File: config.mk
export PLATFORM = sky130hd
export DESIGN_NAME = trap_seq_ctrl
export DESIGN_NICKNAME = d
export VERILOG_FILES = /design/src/rtl/trap_seq_pkg.sv /design/src/rtl/trap_arbiter.sv /design/src/rtl/trap_sr_bank.sv /design/src/rtl/trap_seq_ctrl.sv
export SDC_FILE = /design/constraint.sdc
export NUM_CORES = 1
export LEC_CHECK = 0
export ABC_AREA = 0
export BUFFER_PORTS_ARGS = -buffer_cell sky130_fd_sc_hd__buf_2
export CAP_MARGIN = 15
export CORE_UTILIZATION = 38
export DETAILED_ROUTE_END_ITERATION = 7
export SLEW_MARGIN = 20
export SYNTH_ARGS = -nofsm -noshare
export SYNTH_HDL_FRONTEND = slang
export SYNTH_SLANG_ARGS = --single-unit
File: constraint.sdc
create_clock -name clk -period 2.32 [get_ports clk]
set_input_delay 0.232 -clock clk [delete_from_list [all_inputs] [get_ports clk]]
set_output_delay 0.232 -clock clk [all_outputs]
set_load 0.05 [all_outputs]
File: src/rtl/trap_seq_pkg.sv
// Shared constants and types for the trap sequencer.
// Assumes a 4-bit event code and a 4-bit special-register select.
package trap_seq_pkg;
    localparam int CODE_W = 4;
    localparam int SEL_W  = 4;

    // Fixed cause codes of the shared vector table
    localparam logic [CODE_W-1:0] CODE_NONE   = 4'd0;
    localparam logic [CODE_W-1:0] CODE_BUSERR = 4'd1;
    localparam logic [CODE_W-1:0] CODE_ILLEG  = 4'd2;
    localparam logic [CODE_W-1:0] CODE_PRIV   = 4'd3;

    // Special-register operation encodings
    localparam logic [1:0] SR_NONE = 2'b00;
    localparam logic [1:0] SR_GET  = 2'b01;
    localparam logic [1:0] SR_SET  = 2'b10;

    // Special-register selects
    localparam logic [SEL_W-1:0] SEL_PSW = 4'd0;
    localparam logic [SEL_W-1:0] SEL_TPC = 4'd1;
    localparam logic [SEL_W-1:0] SEL_TMA = 4'd2;
    localparam logic [SEL_W-1:0] SEL_TSV = 4'd3;

    typedef enum logic [1:0] {
        EV_NONE = 2'd0,
        EV_TRAP = 2'd1,
        EV_IRQ  = 2'd2
    } event_e;
endpackage

File: src/rtl/trap_arbiter.sv
// Picks the event for the retiring instruction: an execution fault first,
// then a privilege fault, then a pending interrupt. Purely combinational.
// Assumes code 0 means "no event" on both request inputs.
module trap_arbiter
    import trap_seq_pkg::*;
#(
    parameter int LVL_W = 4
) (
    input  logic              instr_valid,
    input  logic [CODE_W-1:0] trap_code,
    input  logic [CODE_W-1:0] irq_code,
    input  logic [1:0]        sr_op,
    input  logic [LVL_W-1:0]  level,
    output event_e            ev,
    output logic [CODE_W-1:0] ev_code
);
    logic              priv_fault;
    logic [CODE_W-1:0] sync_code;

    // Privilege check and synchronous cause selection
    always_comb begin
        priv_fault = (sr_op != SR_NONE) && (level == {LVL_W{1'b1}});
        if (trap_code != CODE_NONE)
            sync_code = trap_code;
        else if (priv_fault)
            sync_code = CODE_PRIV;
        else
            sync_code = CODE_NONE;
    end

    // Event priority: synchronous trap over interrupt
    always_comb begin
        ev      = EV_NONE;
        ev_code = CODE_NONE;
        if (instr_valid) begin
            if (sync_code != CODE_NONE) begin
                ev      = EV_TRAP;
                ev_code = sync_code;
            end else if (irq_code != CODE_NONE) begin
                ev      = EV_IRQ;
                ev_code = irq_code;
            end
        end
    end
endmodule

File: src/rtl/trap_sr_bank.sv
// Saved trap PC, saved fault address and scratch word, plus the read mux
// over the whole special-register space. The privilege view is supplied
// by the parent, which also owns its writes.
module trap_sr_bank
    import trap_seq_pkg::*;
#(
    parameter int XLEN = 32
) (
    input  logic             clk,
    input  logic             rst_n,
    input  logic             enter,
    input  logic [XLEN-1:0]  enter_pc,
    input  logic             fault_load,
    input  logic [XLEN-1:0]  fault_val,
    input  logic             wr_en,
    input  logic [SEL_W-1:0] sel,
    input  logic [XLEN-1:0]  wdata,
    input  logic [XLEN-1:0]  psw_view,
    output logic [XLEN-1:0]  tpc,
    output logic [XLEN-1:0]  tma,
    output logic [XLEN-1:0]  rdata
);
    logic [XLEN-1:0] tsv;

    // Register updates: event entry has priority over software writes
    always_ff @(posedge clk) begin
        if (!rst_n) begin
            tpc <= '0;
            tma <= '0;
            tsv <= '0;
        end else if (enter) begin
            tpc <= enter_pc;
            if (fault_load)
                tma <= fault_val;
        end else if (wr_en) begin
            case (sel)
                SEL_TPC: tpc <= wdata;
                SEL_TMA: tma <= wdata;
                SEL_TSV: tsv <= wdata;
                default: ;
            endcase
        end
    end

    // Read mux over all selects, unused selects read zero
    always_comb begin
        case (sel)
            SEL_PSW: rdata = psw_view;
            SEL_TPC: rdata = tpc;
            SEL_TMA: rdata = tma;
            SEL_TSV: rdata = tsv;
            default: rdata = '0;
        endcase
    end
endmodule

File: src/rtl/trap_seq_ctrl.sv
// Trap entry and return sequencer. Owns the PC and the privilege fields.
// On an event it aborts the instruction, saves PC and level, zeroes the
// level and vectors to code<<VEC_SHIFT. A get into R0 performs the return.
// Assumes one retiring instruction per cycle when instr_valid is high.
module trap_seq_ctrl
    import trap_seq_pkg::*;
#(
    parameter int XLEN      = 32,
    parameter int LVL_W     = 4,
    parameter int VEC_SHIFT = 4
) (
    input  logic              clk,
    input  logic              rst_n,
    input  logic              instr_valid,
    input  logic [XLEN-1:0]   next_pc,
    input  logic [CODE_W-1:0] trap_code,
    input  logic [XLEN-1:0]   fault_addr,
    input  logic [CODE_W-1:0] irq_code,
    input  logic [1:0]        sr_op,
    input  logic [SEL_W-1:0]  sr_sel,
    input  logic              sr_dst_zero,
    input  logic [XLEN-1:0]   sr_wdata,
    output logic [XLEN-1:0]   pc_q,
    output logic [LVL_W-1:0]  level_q,
    output logic [LVL_W-1:0]  old_level_q,
    output logic [XLEN-1:0]   tpc_q,
    output logic [XLEN-1:0]   tma_q,
    output logic [XLEN-1:0]   sr_rdata,
    output logic              irq_ack,
    output logic              commit_en
);
    localparam int PAD_HI = XLEN - CODE_W - VEC_SHIFT;
    localparam int PAD_LO = XLEN - 2 * LVL_W;

    event_e            ev;
    logic [CODE_W-1:0] ev_code;
    logic [XLEN-1:0]   vec_pc;
    logic [XLEN-1:0]   psw_view;
    logic              quiet;
    logic              do_ret;
    logic              do_set;
    logic              set_psw;

    trap_arbiter #(.LVL_W(LVL_W)) u_arb (
        .instr_valid (instr_valid),
        .trap_code   (trap_code),
        .irq_code    (irq_code),
        .sr_op       (sr_op),
        .level       (level_q),
        .ev          (ev),
        .ev_code     (ev_code)
    );

    // Decode of the retiring instruction when no event is taken
    always_comb begin
        quiet     = instr_valid && (ev == EV_NONE);
        do_ret    = quiet && (sr_op == SR_GET) && sr_dst_zero;
        do_set    = quiet && (sr_op == SR_SET);
        set_psw   = do_set && (sr_sel == SEL_PSW);
        vec_pc    = {{PAD_HI{1'b0}}, ev_code, {VEC_SHIFT{1'b0}}};
        psw_view  = {level_q, old_level_q, {PAD_LO{1'b0}}};
        commit_en = quiet;
        irq_ack   = (ev == EV_IRQ);
    end

    trap_sr_bank #(.XLEN(XLEN)) u_srb (
        .clk        (clk),
        .rst_n      (rst_n),
        .enter      (ev != EV_NONE),
        .enter_pc   (pc_q),
        .fault_load ((ev == EV_TRAP) && (ev_code == CODE_BUSERR)),
        .fault_val  (fault_addr),
        .wr_en      (do_set),
        .sel        (sr_sel),
        .wdata      (sr_wdata),
        .psw_view   (psw_view),
        .tpc        (tpc_q),
        .tma        (tma_q),
        .rdata      (sr_rdata)
    );

    // PC and privilege fields: reset, event entry, return, software write
    always_ff @(posedge clk) begin
        if (!rst_n) begin
            pc_q        <= '0;
            level_q     <= '0;
            old_level_q <= '0;
        end else if (instr_valid) begin
            if (ev != EV_NONE) begin
                pc_q        <= vec_pc;
                old_level_q <= level_q;
                level_q     <= '0;
            end else if (do_ret) begin
                pc_q    <= sr_rdata;
                level_q <= old_level_q;
            end else begin
                pc_q <= next_pc;
                if (set_psw) begin
                    level_q     <= sr_wdata[XLEN-1 -: LVL_W];
                    old_level_q <= sr_wdata[XLEN-1-LVL_W -: LVL_W];
                end
            end
        end
    end
endmodule

==> results of run 1 <==
-- area by class of cell --
cell class | count | area [um2]
antenna | 1 | 2.502
clock buffer | 23 | 498.0
clock inverter | 8 | 70.07
fill | 1636 | 8036
inverter | 3 | 11.26
multi-input combinational | 526 | 3476
sequential | 136 | 2723
tap | 220 | 275.3
timing repair buffer | 283 | 1609
-- where the power goes --
part	internal [mW]	switching, mW	total [mW]
logic	0.203	0.398	0.601
clock network	1.60	0.998	2.60
registers	2.36	0.0234	2.39
-- cells in the final DEF, fill, tap and decap left out, drive strengths merged, types with 24 or more instances in the layout --
master,n
nor3,26
buf,283
a31oi,34
a22o,34
nor2,37
dfxtp,136
nand2,134
mux2,24
a22oi,24
o21ai,47
a21boi,36
a221o,47
-- worst reg2reg max path: stages, from the launching register on --
cell and delay (ns):
dfxtp_1 0.42, nand4_1 0.18, o211ai_1 0.44, o21ai_2 0.14
and2_1 0.18, buf_4 0.19, a221o_1 0.36
-- worst paths after layout --
check,from,to,slack [ns],cells after the start
worst min-delay path,next_pc[24],pc_q[24]$_SDFFE_PN0P_,0.03,2
worst min register to register,u_srb.tsv[5]$_SDFFE_PN0P_,u_srb.tsv[5]$_SDFFE_PN0P_,0.44,2
worst max register to register,level_q[2]$_SDFFE_PN0P_,u_srb.tpc[23]$_SDFFE_PN0P_,0.31,6
worst max-delay path,level_q[2]$_SDFFE_PN0P_,commit_en,0.11,4
-- per-layer routing --
layer / global-route usage [%] / wire, um / vias to the layer above
met5: 0 / 0 / -
li1: - / - / 3210
met3: 5.479 / 1681 / 30
met1: 35.20 / 10430 / 3309
met4: 8.876 / 382 / 0
met2: 43.02 / 11130 / 338
-- cells by family (layout without fill, tap and decap cells) --
| kind of cell | Yosys count | after routing | share of synthesized area (%) |
|---|---|---|---|
| buffers and inverters | 72 | 317 | 5.156 |
| and+or+nand+nor | 259 | 259 | 18.75 |
| DFF | 136 | 136 | 41.71 |
| muxes | 32 | 32 | 6.900 |
| AOI/OAI and AO/OA | 235 | 235 | 27.49 |
| other | 0 | 1 | 0 |
-- sequential cells by signal, indices dropped and copies added, names as in the netlist --
register     flops
level_q          4
pc_q            32
u_srb.tsv       32
u_srb.tma       32
u_srb.tpc       32
old_level_q      4
-- metrics by stage --
step                instance area (um2)  power, mW  hold slack [ns]  utilization [%]
floorplan                          6528      2.762           0.3575                -
global placement                   8094      3.036           0.4354            48.46
detailed placement                 8094      3.035           0.4414            48.46
CTS                                8662      5.616          0.01923            51.87
global route                       8662      5.758          0.02852            51.87
finish                             8665      5.586          0.03466            51.88
==> results.toml, run 1 <==
[yosys]
synth_nets = 848
synthTopCellsByCount = "dfxtp_1 (136), nand2_1 (134), a221o_1 (47)"
post_synth_num_cell_types = 46
async_reset_ff_share_pct = 0
synth_cells = 734
synth_area_leader_cell = "dfxtp_1"
synth-main-ff-cell = "dfxtp_1"
synth_top_cells_by_area = "dfxtp_1 (42%), nand2_1 (7.7%), a221o_1 (7.2%), a22o_1 (4.6%), mux2_2 (4.1%)"
netlist_area_um2 = 6528
synth_enable_flop_cells = 0
synthesis.area_per_instance_um2 = 8.893
synth_sequential_area_ratio_pct = 41.71
yosys_warnings = 0
yosys.area.top_type_share_pct = 41.71
synth.most_common_cell = "dfxtp_1"
number_of_synthesized_register_bits = 136

[cells_and_area]
finish.cell_count_without_fillers = 1200
syn2layout_area_growth_pct = 32.74
drive_above_1_share_pct = 37.18
fin_nets = 1081

[global_route]
groute.usage.overall_pct = 26.60
gr-total-overflow = 0
via_count_of_the_first_global_routing_pass = 6298
antenna_found_initial = 1
grt_first_pass_wirelength_um = 36150
maximum_number_of_pins_on_one_net_before_global_route_repair = 65

[floorplan]
design.portCount = 252
start_util_pct = 39.08
rows = 47
die_height_um = 133.1
placeableCoreArea_um2 = 16700
die_x_um = 133.1
dieArea_um2 = 17710

[critical_path]
setup.worst_path.start_class = "register"
cp.buffers_inverters = 2
critical_path_required_ns = 2.09
worst-setup-path-type = "reg -> out"
cp_cell_sequence = "nand4_1 -> o2111ai_1 -> inv_1 -> buf_2"
slowest_stage = "o2111ai_1"
cp-end-kind = "output pin"
critical_path_arrival_ns = 1.98
slowest_delay_ns = 0.49
critical_path.max_fanout = 6
critPathTopFamily = "compound AO/OA/AOI/OAI gates"

[worst_hold_path]
hold_path.class = "in -> reg"

[sta]
min_period_ns = 2.207
timing.final.crit_share_pct = 95.14
totalNegativeSetupSlack_ns = 0
final-max-slew-violation-count = 0
fmaxAchievable_ghz = 0.4530
final.setup_skew_ns = 0.007188
unrepaired_setup_endpoints_after_global_routing = "false"
relSlewSlack_pct = 53.43
postLayoutSetupSlackWorst_ns = 0.1127
timing_hold_violations_final = 0
report.final.setup_viol = 0
max_slew.worst_pin.slew_ns = 0.6985

[place]
dpl.hpwl_um = 15930
portBuffers = 251
finalWeightedCongestion = 0.8494
pre_cts_slack_ns = 0.2517
placedCellCount = 1168

[cts]
clock_tree.root_cell = "clkbuf_16"
hold_buffers = 0
cts_tree = "done"
numClockSinks = 136
cts_setup_buffers = 0
cts_htree_levels = 4
clk_pin_slew_ns = 0.06
clock_latency_ns = 0.42
ctsResizeCount = 0
max-clock-path-buffers = 2
cts_buffers = 17

[power]
power.density_cell_area_nw_per_um2 = 644.7
max-vdd-ir-drop_mv = 0.5320
power_leakage_nw = 3.918

[status]
outcome = "complete, no violations"

[routing]
drt_drc_violations_left = 0
wl_um = 23630
ant_nets = 0
drt-initial-drc-count = 521
detailroute.via_count = 6887
detail_route.vias_per_cell = 5.739
dr.pass1.iters = 8
wire_per_inst_um = 19.69

[flow_run]
max_cap_viol_count = 0
No activity file was read; power rests on OpenSTA's default activity.
==> inputs of run 2 (changes only) <==
--- a/config.mk
+++ b/config.mk
@@ -8,9 +8,11 @@
 export ABC_AREA = 0
 export BUFFER_PORTS_ARGS = -buffer_cell sky130_fd_sc_hd__buf_2
 export CAP_MARGIN = 15
+export CORE_MARGIN = 3
 export CORE_UTILIZATION = 38
 export DETAILED_ROUTE_END_ITERATION = 7
 export SLEW_MARGIN = 20
 export SYNTH_ARGS = -nofsm -noshare
 export SYNTH_HDL_FRONTEND = slang
+export SYNTH_HIERARCHICAL = 1
 export SYNTH_SLANG_ARGS = --single-unit
==> run 2 against run 1 <==
  * Worst hold slack better by 0.030 ns
  * Non-clock buffer count rose by 49
  * Design area increased by 21%
  * Via count rose by 13%
  * Critical path depth increased by 7
  * Critical endpoint is now u_srb/tma[31]$_SDFFE_PN0P_
  * Sequential share of layout area is 5.3 points lower
  * The flow now finishes with violations (setup timing)
  * Combinational power up 130%
  * Die area is 22% higher
  * Routed wire length is 19% higher
  * Final cell count grew 16%
==> results.toml, run 2 <==
[power]
internal-power_mw = 4.436
power.net_switching_mw = 2.130
power.density_cell_area_nw_per_um2 = 628.1
max-vdd-ir-drop_mv = 0.5085
seq_power_share_pct = 38.4
p_total_mw = 6.566
power.share.switching_pct = 32.44
combPwrFrac_pct = 21.5
power_leakage_nw = 4.503
clockPowerShare_pct = 40.1

[routing]
wl_um = 28230
detailroute.via_count = 7794
wire_per_inst_um = 20.25
ant_nets = 0
drt_drc_violations_left = 0
drt-initial-drc-count = 494
detail_route.vias_per_cell = 5.591
dr.pass1.iters = 5

[yosys]
synthTopCellsByCount = "dfxtp_1 (136), a21oi_1 (97), a211oi_1 (65)"
synth_area_leader_cell = "dfxtp_1"
synth-main-ff-cell = "dfxtp_1"
post_synth_num_cell_types = 53
synth_top_cells_by_area = "dfxtp_1 (36%), mux2i_1 (7.9%), a211oi_1 (6.4%), a21oi_1 (6.4%), a221oi_2 (5.5%)"
synth.most_common_cell = "dfxtp_1"
yosys_warnings = 6
number_of_synthesized_register_bits = 136
synth_sequential_area_ratio_pct = 35.93
synth_cells = 839
synthesis.area_per_instance_um2 = 9.031
netlist_area_um2 = 7577
async_reset_ff_share_pct = 0
yosys.area.top_type_share_pct = 35.93
synth_enable_flop_cells = 0

[critical_path]
slowest_delay_ns = 0.56
cp_cell_sequence = "buf_2 -> or4_4 -> buf_4 -> nand2b_1 -> o311a_1 -> or4b_4 -> nor3b_4 -> buf_6 -> a22o_4 -> buf_12 -> a211oi_1"
cp.buffers_inverters = 4
critical_path_arrival_ns = 2.65
critical_path_required_ns = 2.62
setup.worst_path.start_class = "primary input"
critical_path.max_fanout = 15
critPathTopFamily = "simple AND/OR/NAND/NOR gates"
slowest_stage = "or4_4"
cp-end-kind = "register"
worst-setup-path-type = "in -> reg"

[floorplan]
placeableCoreArea_um2 = 19530
dieArea_um2 = 21670
start_util_pct = 38.81
die_x_um = 147.2
rows = 51
die_height_um = 147.2
design.portCount = 252

[sta]
timing.final.crit_share_pct = 101.2
final.setup_skew_ns = 0.01038
postLayoutSetupSlackWorst_ns = -0.02825
timing_hold_violations_final = 0
final-max-slew-violation-count = 0
min_period_ns = 2.348
fmaxAchievable_ghz = 0.4258
report.final.setup_viol = 23
unrepaired_setup_endpoints_after_global_routing = "true"

[cells_and_area]
syn2layout_area_growth_pct = 37.96
drive_above_1_share_pct = 43.84
finish.instance_area_um2 = 10450
mostFrequentLayoutCell = "buf_2"
final_cell_mix = "buf_2 (251), dfxtp_1 (132), a21oi_1 (93)"
fin_nets = 1230
fill_cells = 1837
diodes = 0

[status]
violations = "setup timing"
outcome = "finished with violations"

[global_route]
groute.usage.overall_pct = 24.71
grt_first_pass_wirelength_um = 42520
antenna_found_initial = 1
gr-total-overflow = 0
maximum_number_of_pins_on_one_net_before_global_route_repair = 50
via_count_of_the_first_global_routing_pass = 7405

[cts]
clock_tree.root_cell = "clkbuf_16"
numClockSinks = 136
max-clock-path-buffers = 2
clock_latency_ns = 0.43
cts_buffers = 17
cts_htree_levels = 4
cts_tree = "done"
clk_pin_slew_ns = 0.07

[place]
portBuffers = 251
dpl.hpwl_um = 20110
finalWeightedCongestion = 0.8595
place_area_um2 = 9622

[flow_run]
max_cap_viol_count = 0

[worst_hold_path]
hold_path.class = "in -> reg"
-- run 2: stage by stage --
step | TNS (ns) | util [%] | cells | worst slack [ns] | hold WS, ns
final | -0.3031 | 53.54 | 1394 | -0.02825 | 0.06476
after global routing | -5.135 | 53.54 | 1394 | -0.1256 | 0.06509
after CTS | -0.6884 | 52.29 | 1389 | -0.04942 | 0.05380
after detailed placement | -30.47 | 49.28 | 1357 | -0.4605 | 0.4681
after global placement | -28.95 | 49.28 | 1357 | -0.4587 | 0.4626
after floorplan | -25.51 | - | 862 | -0.3885 | 0.3797
-- run 2: final cells by class --
class / count / area (um2) / share of cell area, %
multi-input combinational: 627 / 4691 / 44.87
sequential: 136 / 2728 / 26.09
timing repair buffer: 332 / 2122 / 20.30
clock buffer: 20 / 466.7 / 4.464
tap: 265 / 331.6 / 3.172
clock inverter: 12 / 100.1 / 0.9575
inverter: 2 / 15.01 / 0.1436
-- run 2: per-layer routing --
metal	up-vias	track usage (%)	routed length, um
met5	-	0	7
li1	3733	-	-
met3	42	5.213	1888
met4	2	8.295	719
met1	3712	33.69	12680
met2	305	39.10	12940
-- run 2: kinds of logic after synthesis --
kind of cell | share of synthesized area, %
simple gates | 12.98
buf+inv | 7.100
mux | 7.926
other cells | 0.04949
compound gates | 36.01
flops | 35.93
-- run 2: worst reg2reg max path, delay by kind of cell (launching register included) --
| family | cells | cell delay (ns) |
|---|---|---|
| AO/OA/AOI/OAI | 3 | 0.40 |
| AND/OR/NAND/NOR | 6 | 1.30 |
| buffers and inverters | 1 | 0.22 |
| flip-flops | 1 | 0.31 |
-- run 2: final timing paths --
path / start / to / slack (ns) / cells after the start
setup / recovery: trap_code[0] / u_srb/tma[31]$_SDFFE_PN0P_ / -0.03 / 11
hold / removal: sr_wdata[14] / u_srb/tsv[14]$_SDFFE_PN0P_ / 0.06 / 3
setup reg to reg: level_q[0]$_SDFFE_PN0P_ / u_srb/tsv[2]$_SDFFE_PN0P_ / -0.03 / 10
hold reg to reg: u_srb/tsv[29]$_SDFFE_PN0P_ / u_srb/tsv[29]$_SDFFE_PN0P_ / 0.46 / 2
-- run 2: power groups by stage --
stage	logic, mW	registers (mW)	clock network, mW
after floorplan	0.605	2.88	0
after global placement	1.38	2.57	0
after detailed placement	1.39	2.57	0
after CTS	1.39	2.52	2.67
after global routing	1.49	2.53	2.74
final	1.41	2.52	2.63
-- run 2: repair_timing --
item | CTS | global route
setup buffers | 0 | 2
hold buffers | 0 | 0
pin swaps | 5 | 6
endpoints found under the setup margin | 62 | 63
resized for setup | 5 | 41
gates cloned | 0 | 3
